## src/rtl/rtc_irq_pkg.sv

```systemverilog
package rtc_irq_pkg;
   localparam int unsigned SRC_COUNT = 5;
   localparam int unsigned SRC_SEC   = 0;
   localparam int unsigned SRC_MIN   = 1;
   localparam int unsigned SRC_HOUR  = 2;
   localparam int unsigned SRC_DAY   = 3;
   localparam int unsigned SRC_ALARM = 4;

   typedef enum logic [0:0] {
      PULSE_COMB = 1'b0,
      PULSE_REG  = 1'b1
   } pulse_mode_e;
endpackage

```

## src/rtl/rtc_irq_stick_cell.sv

```systemverilog
module rtc_irq_stick_cell (
   input  logic clk,
   input  logic rst_n,
   input  logic set_i,
   input  logic en_i,
   input  logic clr_i,
   output logic q_o
);
   logic take;
   logic nxt;

   assign take = set_i & en_i;
   assign nxt  = take | (q_o & ~clr_i);

   always_ff @(posedge clk or negedge rst_n) begin
      if (!rst_n) q_o <= 1'b0;
      else        q_o <= nxt;
   end


   set_capture_chk: assert property (@(posedge clk) disable iff (!rst_n)
      (set_i && en_i) |=> q_o);


   set_beats_clr_chk: assert property (@(posedge clk) disable iff (!rst_n)
      (set_i && en_i && clr_i) |=> q_o);


   clr_effect_chk: assert property (@(posedge clk) disable iff (!rst_n)
      (!(set_i && en_i) && clr_i) |=> !q_o);


   hold_chk: assert property (@(posedge clk) disable iff (!rst_n)
      (!(set_i && en_i) && !clr_i) |=> $stable(q_o));
endmodule

```

## src/rtl/rtc_irq_edge_gen.sv

```systemverilog
module rtc_irq_edge_gen #(
   parameter rtc_irq_pkg::pulse_mode_e MODE = rtc_irq_pkg::PULSE_COMB
) (
   input  logic clk,
   input  logic rst_n,
   input  logic lvl_i,
   output logic pulse_o
);
   logic lvl_q;
   logic rise;

   always_ff @(posedge clk or negedge rst_n) begin
      if (!rst_n) lvl_q <= 1'b0;
      else        lvl_q <= lvl_i;
   end

   assign rise = lvl_i & ~lvl_q;

   generate
      if (MODE == rtc_irq_pkg::PULSE_REG) begin : g_reg
         logic rise_q;
         always_ff @(posedge clk or negedge rst_n) begin
            if (!rst_n) rise_q <= 1'b0;
            else        rise_q <= rise;
         end
         assign pulse_o = rise_q;
      end else begin : g_comb
         assign pulse_o = rise;
      end
   endgenerate


   pulse_single_chk: assert property (@(posedge clk) disable iff (!rst_n)
      pulse_o |=> !pulse_o);
endmodule

```

## src/rtl/rtc_irq_status.sv

```systemverilog
module rtc_irq_status #(
   parameter int unsigned              NUM_SRC    = rtc_irq_pkg::SRC_COUNT,
   parameter rtc_irq_pkg::pulse_mode_e PULSE_MODE = rtc_irq_pkg::PULSE_COMB
) (
   input  logic               clk,
   input  logic               rst_n,
   input  logic [NUM_SRC-1:0] evt_i,
   input  logic               ld_done_i,
   input  logic [NUM_SRC:1]   ctrl_i,
   input  logic               clr_we_i,
   input  logic [NUM_SRC:0]   clr_data_i,
   output logic [NUM_SRC:0]   status_o,
   output logic               alarm_lvl_o,
   output logic [NUM_SRC-1:0] pulse_o
);
   localparam int unsigned ALARM_IDX = NUM_SRC - 1;
   localparam int unsigned LD_IDX    = NUM_SRC;

   generate
      if (NUM_SRC < 1 || NUM_SRC > 16) begin : g_bad_cfg
         $error("rtc_irq_status: NUM_SRC out of range");
      end
   endgenerate

   logic [NUM_SRC-1:0] pend;

   generate
      for (genvar i = 0; i < NUM_SRC; i++) begin : g_src
         rtc_irq_stick_cell u_cell (
            .clk   (clk),
            .rst_n (rst_n),
            .set_i (evt_i[i]),
            .en_i  (ctrl_i[i+1]),
            .clr_i (clr_we_i & clr_data_i[i]),
            .q_o   (status_o[i])
         );

         assign pend[i] = ctrl_i[i+1] & status_o[i];

         rtc_irq_edge_gen #(.MODE(PULSE_MODE)) u_edge (
            .clk     (clk),
            .rst_n   (rst_n),
            .lvl_i   (pend[i]),
            .pulse_o (pulse_o[i])
         );
      end
   endgenerate

   rtc_irq_stick_cell u_ld_cell (
      .clk   (clk),
      .rst_n (rst_n),
      .set_i (ld_done_i),
      .en_i  (1'b1),
      .clr_i (clr_we_i & clr_data_i[LD_IDX]),
      .q_o   (status_o[LD_IDX])
   );

   assign alarm_lvl_o = pend[ALARM_IDX];


   alarm_lvl_chk: assert property (@(posedge clk) disable iff (!rst_n)
      !status_o[ALARM_IDX] |-> !alarm_lvl_o);


   ld_capture_chk: assert property (@(posedge clk) disable iff (!rst_n)
      (ld_done_i && !clr_we_i) |=> status_o[LD_IDX]);


   pulse_needs_status_chk: assert property (@(posedge clk) disable iff (!rst_n)
      (PULSE_MODE == rtc_irq_pkg::PULSE_COMB) |-> ((pulse_o & ~status_o[NUM_SRC-1:0]) == '0));
endmodule

```

## config.mk

```make
export PLATFORM = sky130hd
export DESIGN_NAME = rtc_irq_status
export DESIGN_NICKNAME = d
export VERILOG_FILES = /design/src/rtl/rtc_irq_pkg.sv /design/src/rtl/rtc_irq_stick_cell.sv /design/src/rtl/rtc_irq_edge_gen.sv /design/src/rtl/rtc_irq_status.sv
export SDC_FILE = /design/constraint.sdc
export NUM_CORES = 1
export LEC_CHECK = 0
export BUFFER_PORTS_ARGS = -buffer_cell sky130_fd_sc_hd__buf_2
export CAP_MARGIN = 30
export CORE_UTILIZATION = 38
export CTS_BUF_LIST = sky130_fd_sc_hd__clkbuf_2 sky130_fd_sc_hd__clkbuf_4 sky130_fd_sc_hd__clkbuf_8
export DETAILED_ROUTE_END_ITERATION = 10
export PLACE_DENSITY = 0.76
export SLEW_MARGIN = 15
export SYNTH_ARGS = -nofsm -noshare
export SYNTH_HDL_FRONTEND = slang
export SYNTH_HIERARCHICAL = 1
export SYNTH_SLANG_ARGS = --single-unit
```

## constraint.sdc

```tcl
create_clock -name clk -period 0.8 [get_ports clk]
set_clock_uncertainty 0.1 [all_clocks]
set_input_delay 0.08 -clock clk [delete_from_list [all_inputs] [get_ports clk]]
set_output_delay 0.08 -clock clk [all_outputs]
set_load 0.03 [all_outputs]
```

Yosys cells after proc, flatten, opt, wreduce, memory -nomap -nowiden
Cells that the tools add are included.
{ "totals": {"out_inout_bits": 12, "elab_cells": 55, "reg_bits": 11} }
{ "op_classes": {"n_bitwise": 44} }
{ "ops": {"columns": ["operator", "count"], "rows": [
  ["$and A1 B1 Y1", 27],
  ["$not A1 Y1", 11],
  ["$or A1 B1 Y1", 6]
]} }

Depth between registers and ports, before layout
Gate-level depths: netlist of run 1.
{ "logic_depth": {"word_depth": 4, "ltp_mapped": 2, "depth_no_buf": 2} }

Modules after synthesis
Netlist of run 1, hierarchy kept.
{ "modules_own_cells": {"columns": ["mod", "n_inst", "cells_per_inst", "seq_area_each_um2", "area_each_um2"], "rows": [
  ["rtc_irq_stick_cell", 6, 4, 25.0, 41.3],
  ["rtc_irq_edge_gen", 5, 2, 25.0, 38.8],
  ["rtc_irq_status", 1, 12, 0.0, 72.6]
]} }

Least setup slack after synthesis of run 1
No wires, ideal clock.
{ "synth_path": {"path_kind": "register to output", "startpoint": "reg g_src[4].u_cell.q_o", "endpoint": "out pulse_o[4]", "t_arrival_ns": 1.195, "stages_incl_launch_ff": 3, "path_buffers": 0, "slack_ns": -0.575, "cell_sequence": "dfrtp_1 and2_1 nor2b_4"} }
{ "synth_between": {"elab_chain_cells": 2} }
{ "synth_rtl": {"columns": ["element", "line_no", "rtl"], "rows": [
  ["start: declaration", "rtc_irq_stick_cell.sv:7", "output logic q_o"],
  ["start signal: assignment", "rtc_irq_stick_cell.sv:17", "else q_o <= nxt;"],
  ["$and A1 B1 Y1", "rtc_irq_status.sv:38", "assign pend[i] = ctrl_i[i+1] & status_o[i];"],
  ["named net alarm_lvl_o", "rtc_irq_status.sv:13", "output logic alarm_lvl_o,"],
  ["$and A1 B1 Y1", "rtc_irq_edge_gen.sv:17", "assign rise = lvl_i & ~lvl_q;"],
  ["end: declaration", "rtc_irq_status.sv:14", "output logic [NUM_SRC-1:0] pulse_o"]
]} }
The timed path passes the listed nets, and every way through them passes these cells.

Worst setup path after layout of run 1
{ "layout_path": {"startpoint": "reg g_src[2].u_cell.q_o", "endpoint": "out pulse_o[2]"} }
{ "layout_between": {"elab_chain_cells": 2} }
{ "layout_rtl": {"columns": ["element", "line_no", "rtl"], "rows": [
  ["start: declaration", "rtc_irq_stick_cell.sv:7", null],
  ["start signal: assignment", "rtc_irq_stick_cell.sv:17", null],
  ["$and A1 B1 Y1", "rtc_irq_status.sv:38", null],
  ["named net pend[2]", "rtc_irq_status.sv:25", "logic [NUM_SRC-1:0] pend;"],
  ["$and A1 B1 Y1", "rtc_irq_edge_gen.sv:17", null]
]} }
The timed path passes the listed nets, and every way through them passes these cells.

==> results of run 1 <==
## metal layers
metal,vias to the layer above,routed length (µm),GRT usage
met4,0,0,0.0517
met3,0,65,0.0520
met2,21,635,0.317
met5,-,0,0
met1,207,432,0.173
li1,240,-,-
## stage by stage
step	instances	hold WS, ns	total power, mW	TNS (ns)
2_1_floorplan	46	-0.316	0.945	-1.56
3_3_place_gp	96	-0.140	1.11	-1.26
3_5_place_dp	96	-0.143	1.12	-1.38
4_1_cts	105	-0.0689	1.64	-4.51
5_1_grt	111	-0.0620	1.79	-5.79
6_report	111	-0.0608	1.68	-5.18
## logic make-up (layout without fill, tap and decap cells)
logic type,Yosys count,count (layout)
and+or+nand+nor,22,22
DFF,11,11
AOI/OAI and AO/OA,6,6
buffers and inverters,6,57
other,1,1
## final timing paths
| check | from | endpoint | slack, ns | depth (start not counted) |
|---|---|---|---|---|
| min reg2reg | g_src[0].u_cell/q_o | g_src[0].u_edge/lvl_q | 0.42 | 1 |
| max in group asynchronous | rst_n | g_src[0].u_cell/q_o | 0.28 | 2 |
| min in group asynchronous | rst_n | g_src[3].u_cell/q_o | 0.11 | 2 |
| max | g_src[2].u_cell/q_o | pulse_o[2] | -0.43 | 3 |
| min | ctrl_i[1] | g_src[0].u_cell/q_o | -0.06 | 3 |
| max reg2reg | g_src[2].u_cell/q_o | g_src[2].u_cell/q_o | -0.23 | 5 |
## synth_stat cells (all sizes together)
master / count
and2: 11
conb: 1
dfrtp: 11
inv: 6
nand2: 6
nor2b: 5
o21ai: 6
## worst max-delay path, cell delays in order, from the launching register on
cell,delay [ns]
dfrtp_2,0.41
and2_4,0.14
nor2b_4,0.12
buf_6,0.13
## state kept, by name, indices dropped and copies added, names as in the netlist
| signal | flops |
|---|---|
| g_src.u_cell/q_o | 5 |
| g_src.u_edge/lvl_q | 5 |
| u_ld_cell/q_o | 1 |
## final cells by class
class | instances | area [µm²]
well taps | 14 | 17.5
inverters | 6 | 25.0
flip-flops and latches | 11 | 283
multi-input cells | 29 | 229
clock buffers | 4 | 30.0
repair buffers | 47 | 378
fillers | 65 | 224
## where the power goes
group / internal, mW / switching (mW)
registers: 0.619 / 0.0386
logic: 0.348 / 0.282
clock network: 0.226 / 0.171
total: 1.19 / 0.491
## timing repair
action,4_1_cts,5_1_grt
hold buffers,4,1
gates resized for setup,26,4
endpoints found under the hold margin,22,9
endpoints found under the setup margin,17,17
setup buffers,1,5
pin swaps,1,0
==> impl_results.md, run 1 <==
* Overflow after GRT at 0
* Final wirelength at between 1000 and 1500 µm
* Row count at 12
* Final hold slack at -0.0608 ns
* Top post-synthesis cells by area: dfrtp_1, and2_1, nor2b_4
* WL per Instance at around 10 µm
* Slew Limit Fails at 0
* Synth Area in Compound Gates at 0.102
* Worst setup path class: reg2out
* Syn avg cell area at roughly 11 µm²
* Mux contribution to synthesized area at 0
* CTS Root Buffer Type: clkbuf_4
* N_diodes at 0
* Final period util at 1.54
* Most common cell after layout, fill and taps aside: buf_2
* Antenna Nets Post-Route at 0
* Hold Path Class: in2reg
* Share of layout cells above drive strength 1 at 0.763
* Worst Path Arrival at 1.05 ns
* Initial antenna violation count at 0
* Post-DP Area at 744 µm²
* Cells after Synth at 46
* Placement Setup Slack at -0.191 ns
* Wire length of the first global-routing pass at between 1500 and 2000 µm
* Lkg Pwr at between 0.4 and 0.5 nW
* Core Area at approximately 0.0012 mm²
* Fmax at roughly 810 MHz
* Largest net degree at the start of global routing at 12
* Setup-failing EPs final at 20
* DRC Markers at 0
* Max Fanout on Critical Path at 2
* PwrDens at around 1800 mW/mm²
* Simple-gate share of the synthesized area at 0.311
* CTS tree: yes
* Fin crit period at around 1.2 ns
* IO Port Bufs at 31
* Post-Synth XOR/XNOR Area at 0
* Yosys Warn Count at 6
* Setup ws final at -0.432 ns
* Synth Register Bits at 11
* CTS Buf Count at 3
* Worst path required time at 0.62 ns
* Clock H-tree levels at 1
* Total number of vias at about 470
* Layout Nets at around 120
* Clk sinks at 11
* Yosys cell types at 7
* Clk buf depth at 2
* Max-cap viol count at 0
* Vias in the first global route at 450
* Status: complete, but fails checks
* Synth-to-layout area growth at 87.1%
* Post-DR vias/cell at roughly 4.2
* Clock latency on the worst-skew pair at 0.26 ns
* RSZ-0062 raised after global routing: yes
* Largest family of logic cells by synthesized area: simple AND/OR/NAND/NOR gates
* Final hold violations at 8
* Seq/Total Area, Yosys at 0.535
* Max VDD drop at approximately 1.3 mV
* Net Count, Synth at 66
* Initial DRC Count at 1
* Post-synth top area share at 0.535
* Final instance area at 962 µm²
* Die area at 0.00150 mm²
* I/O pin cnt at 32
* Initial Utilization at 0.434
* Violations in the final reports: negative hold slack, negative setup slack
* Final HPWL from detailed placement at 784 µm
* 1st-pass router iterations at 2
* Die width at 38.8 µm
* Final design utilization at 0.811
* Reg clk slew, reported paths at ~0.07 ns
* Setup crit end kind: primary output
* Post-synthesis cell area at 514 µm²
* Post-Synth Adder-Cell Area at 0
* Most frequent cells in the layout: buf_2, buf_6, buf_4
* Area leader, netlist: dfrtp_1
* Overall Global Routing Usage at 0.168
* Chip Height at just under 40 µm
* Placer Congestion at 0.581
* Startpoint Class: register
No activity file was read; power rests on OpenSTA's default activity.
==> run 2, diff against run 1 <==
--- a/config.mk
+++ b/config.mk
@@ -7,10 +7,11 @@
 export LEC_CHECK = 0
 export BUFFER_PORTS_ARGS = -buffer_cell sky130_fd_sc_hd__buf_2
 export CAP_MARGIN = 30
-export CORE_UTILIZATION = 38
+export CORE_AREA = 2 2 39 41
 export CTS_BUF_LIST = sky130_fd_sc_hd__clkbuf_2 sky130_fd_sc_hd__clkbuf_4 sky130_fd_sc_hd__clkbuf_8
 export DETAILED_ROUTE_END_ITERATION = 10
-export PLACE_DENSITY = 0.76
+export DIE_AREA = 0 0 41 43
+export PLACE_DENSITY = 0.74
 export SLEW_MARGIN = 15
 export SYNTH_ARGS = -nofsm -noshare
 export SYNTH_HDL_FRONTEND = slang
==> constraint.sdc (replaced) <==
create_clock -name clk -period 1.2 [get_ports clk]
set_clock_uncertainty 0.1 [all_clocks]
set_input_delay 0.12 -clock clk [delete_from_list [all_inputs] [get_ports clk]]
set_output_delay 0.12 -clock clk [all_outputs]
set_load 0.03 [all_outputs]
==> run 2 against run 1 <==
The flow still finishes with violations (negative hold slack, negative setup slack). Sequential cell count unchanged. Critical path depth unchanged. Design area down 4.0%. Worst hold slack better by 0.052 ns. Clock power down 33%. Total power down 37%. Global-route usage up 1.7 points.
==> impl_results.md, run 2 (synthesis results as in run 1) <==
* Status: complete, but fails checks
* Violations in the final reports: negative hold slack, negative setup slack
* N_diodes at 0
* Sw frac at 0.298
* Hold Path Class: in2reg
* Row count at 14
* Final wirelength at roughly 1400 µm
* Die width at roughly 41 µm
* Setup-failing EPs final at 5
* Final instance area at approximately 920 µm²
* Met2 usage at 0.350
* Die area at between 0.0015 and 0.002 mm²
* Met1 GRT Util at 0.151
* Clk buf depth at 2
* Hold path depth at 3
* Worst Path Arrival at around 1.1 ns
* Sequential power share at 0.410
* DRC Markers at 0
* Post-DP Area at a little under 700 µm²
* Wire length of the first global-routing pass at 2110 µm
* Placer Congestion at between 0.6 and 0.7
* Initial antenna violation count at 0
* Clock latency on the worst-skew pair at 0.25 ns
* Largest net degree at the start of global routing at 12
* Max-cap viol count at 0
* Final HPWL from detailed placement at between 700 and 800 µm
* Layout Nets at between 100 and 150
* Slew Limit Fails at 0
* PwrDens at around 1200 mW/mm²
* 1st-pass router iterations at 3
* Core Area at approximately 0.0014 mm²
* Busiest grt layer: met2
* Overall Global Routing Usage at 0.185
* Synth-to-layout area growth at 79.6%
* Chip Height at 43 µm
* Clk sinks at 11
* R2R cell count at 3
* Setup crit end kind: primary output
* Startpoint Class: register
* Initial DRC Count at 4
* Crit Reg-Reg Endpoint: g_src[4].u_cell/q_o
* Max Fanout on Critical Path at 3
* Total number of vias at between 400 and 500
* Most common cell after layout, fill and taps aside: buf_2
* Final design utilization at 0.667
* Combinational group share of total power at 0.341
* Final hold violations at 1
* Endpoint of the worst hold-timing path: g_src[0].u_cell/q_o
* Post-DR vias/cell at 4.34
* Crit-path cells: and2_4 -> nor2b_4 -> buf_6
* Max VDD drop at 0.483 mV
* Worst path required time at a little under 1 ns
* CTS tree: yes
* Reg2Reg Launch Point: g_src[4].u_cell/q_o
* Reg clk slew, reported paths at roughly 0.070 ns
* Most frequent cells in the layout: buf_2, dlygate4sd3_1, dfrtp_1, buf_6
* Fin crit period at ~1.3 ns
* Worst setup path class: reg2out
* IO Port Bufs at 31
* Top Registers: g_src.u_cell/q_o x5, g_src.u_edge/lvl_q x5, u_ld_cell/q_o x1
* RSZ-0062 raised after global routing: yes
* Vias in the first global route at 542
* Final period util at 1.06
* Antenna Nets Post-Route at 0
* GR Util met3 at 0.0471
* Internal reg-to-reg setup slack at between 0.3 and 0.4 ns
* CTS Root Buffer Type: clkbuf_4
* Slowest-stage cell, CP: dfrtp_2
* CTS Buf Count at 3
* Clock H-tree levels at 1
* I/O pin cnt at 32
* FILL cells at roughly 120
* WL per Instance at about 12 µm
* Final hold slack at -0.00903 ns
* Clock power frac at 0.250
* Lkg Pwr at between 0.4 and 0.5 nW
* HP Start: ctrl_i[1]
* Initial Utilization at 0.372
* Overflow after GRT at 0
* Int Power at 0.746 mW
* Fmax at between 700 and 800 MHz
* Share of layout cells above drive strength 1 at 0.583
* Slowest stage delay, CP at ~0.4 ns
* Setup ws final at -0.0764 ns
* Switching pwr at around 0.32 mW
[run 2: changes by cell type in the layout (fill, tap and decap cells not counted), sizes merged]
cell / delta
buf: -7
dlygate4sd3: +6
[run 2: area by class of cell]
cell class | instances | area, µm² | area share
clock buffers | 4 | 30.0 | 0.0325
inverters | 6 | 22.5 | 0.0244
multi-input cells | 29 | 229 | 0.248
flip-flops and latches | 11 | 277 | 0.299
well taps | 16 | 20.0 | 0.0217
repair buffers | 46 | 345 | 0.374
[run 2: metal layers]
layer	wire length [µm]	vias up	part of all wire
met5	0	-	0
met4	19	0	0.014
met3	74	2	0.054
met2	856	16	0.62
met1	432	228	0.31
li1	-	240	-
[run 2: power groups by stage]
stage / combinational, mW / clock, mW / sequential, mW
detailed placement: 0.258 / 0 / 0.443
global route: 0.388 / 0.297 / 0.438
CTS: 0.341 / 0.281 / 0.433
global placement: 0.255 / 0 / 0.440
finish: 0.362 / 0.265 / 0.435
floorplan: 0.124 / 0 / 0.488
[run 2: how the worst max path moves through the flow]
stage / from / end / slack (ns) / depth (start not counted)
after floorplan: g_src[4].u_cell/q_o / pulse_o[4] / 0.05 / 2
after global placement: g_src[1].u_cell/q_o / pulse_o[1] / 0.18 / 3
after detailed placement: g_src[2].u_cell/q_o / pulse_o[2] / 0.17 / 3
after CTS: g_src[4].u_cell/q_o / pulse_o[4] / -0.08 / 3
after global routing: g_src[4].u_cell/q_o / pulse_o[4] / -0.11 / 3
final: g_src[4].u_cell/q_o / pulse_o[4] / -0.08 / 3
[run 2: repair_timing]
| action | 4_1_cts | 5_1_grt |
|---|---|---|
| hold buffers | 11 | 0 |
| setup buffers | 4 | 0 |
| hold endpoints to repair | 18 | 0 |
| endpoints found under the setup margin | 6 | 8 |
| gates resized for setup | 14 | 9 |
[run 2: worst max-delay path: cells and delay by family, from the launching register on]
| kind | cells | cell delay [ns] |
|---|---|---|
| buffers and inverters | 1 | 0.13 |
| flip-flops | 1 | 0.41 |
| AND/OR/NAND/NOR | 2 | 0.27 |
[run 2: stage by stage]
step                setup TNS [ns]  total power [mW]  hold WS [ns]  std cells  setup WS [ns]
finish                      -0.287              1.06      -0.00903        112        -0.0764
global placement                 0             0.695       -0.0981         93          0.179
CTS                         -0.304              1.06       -0.0285        112        -0.0763
global route                -0.511              1.12       0.00392        112         -0.114
floorplan                        0             0.612        -0.276         46         0.0487
detailed placement               0             0.700       -0.0931         93          0.167
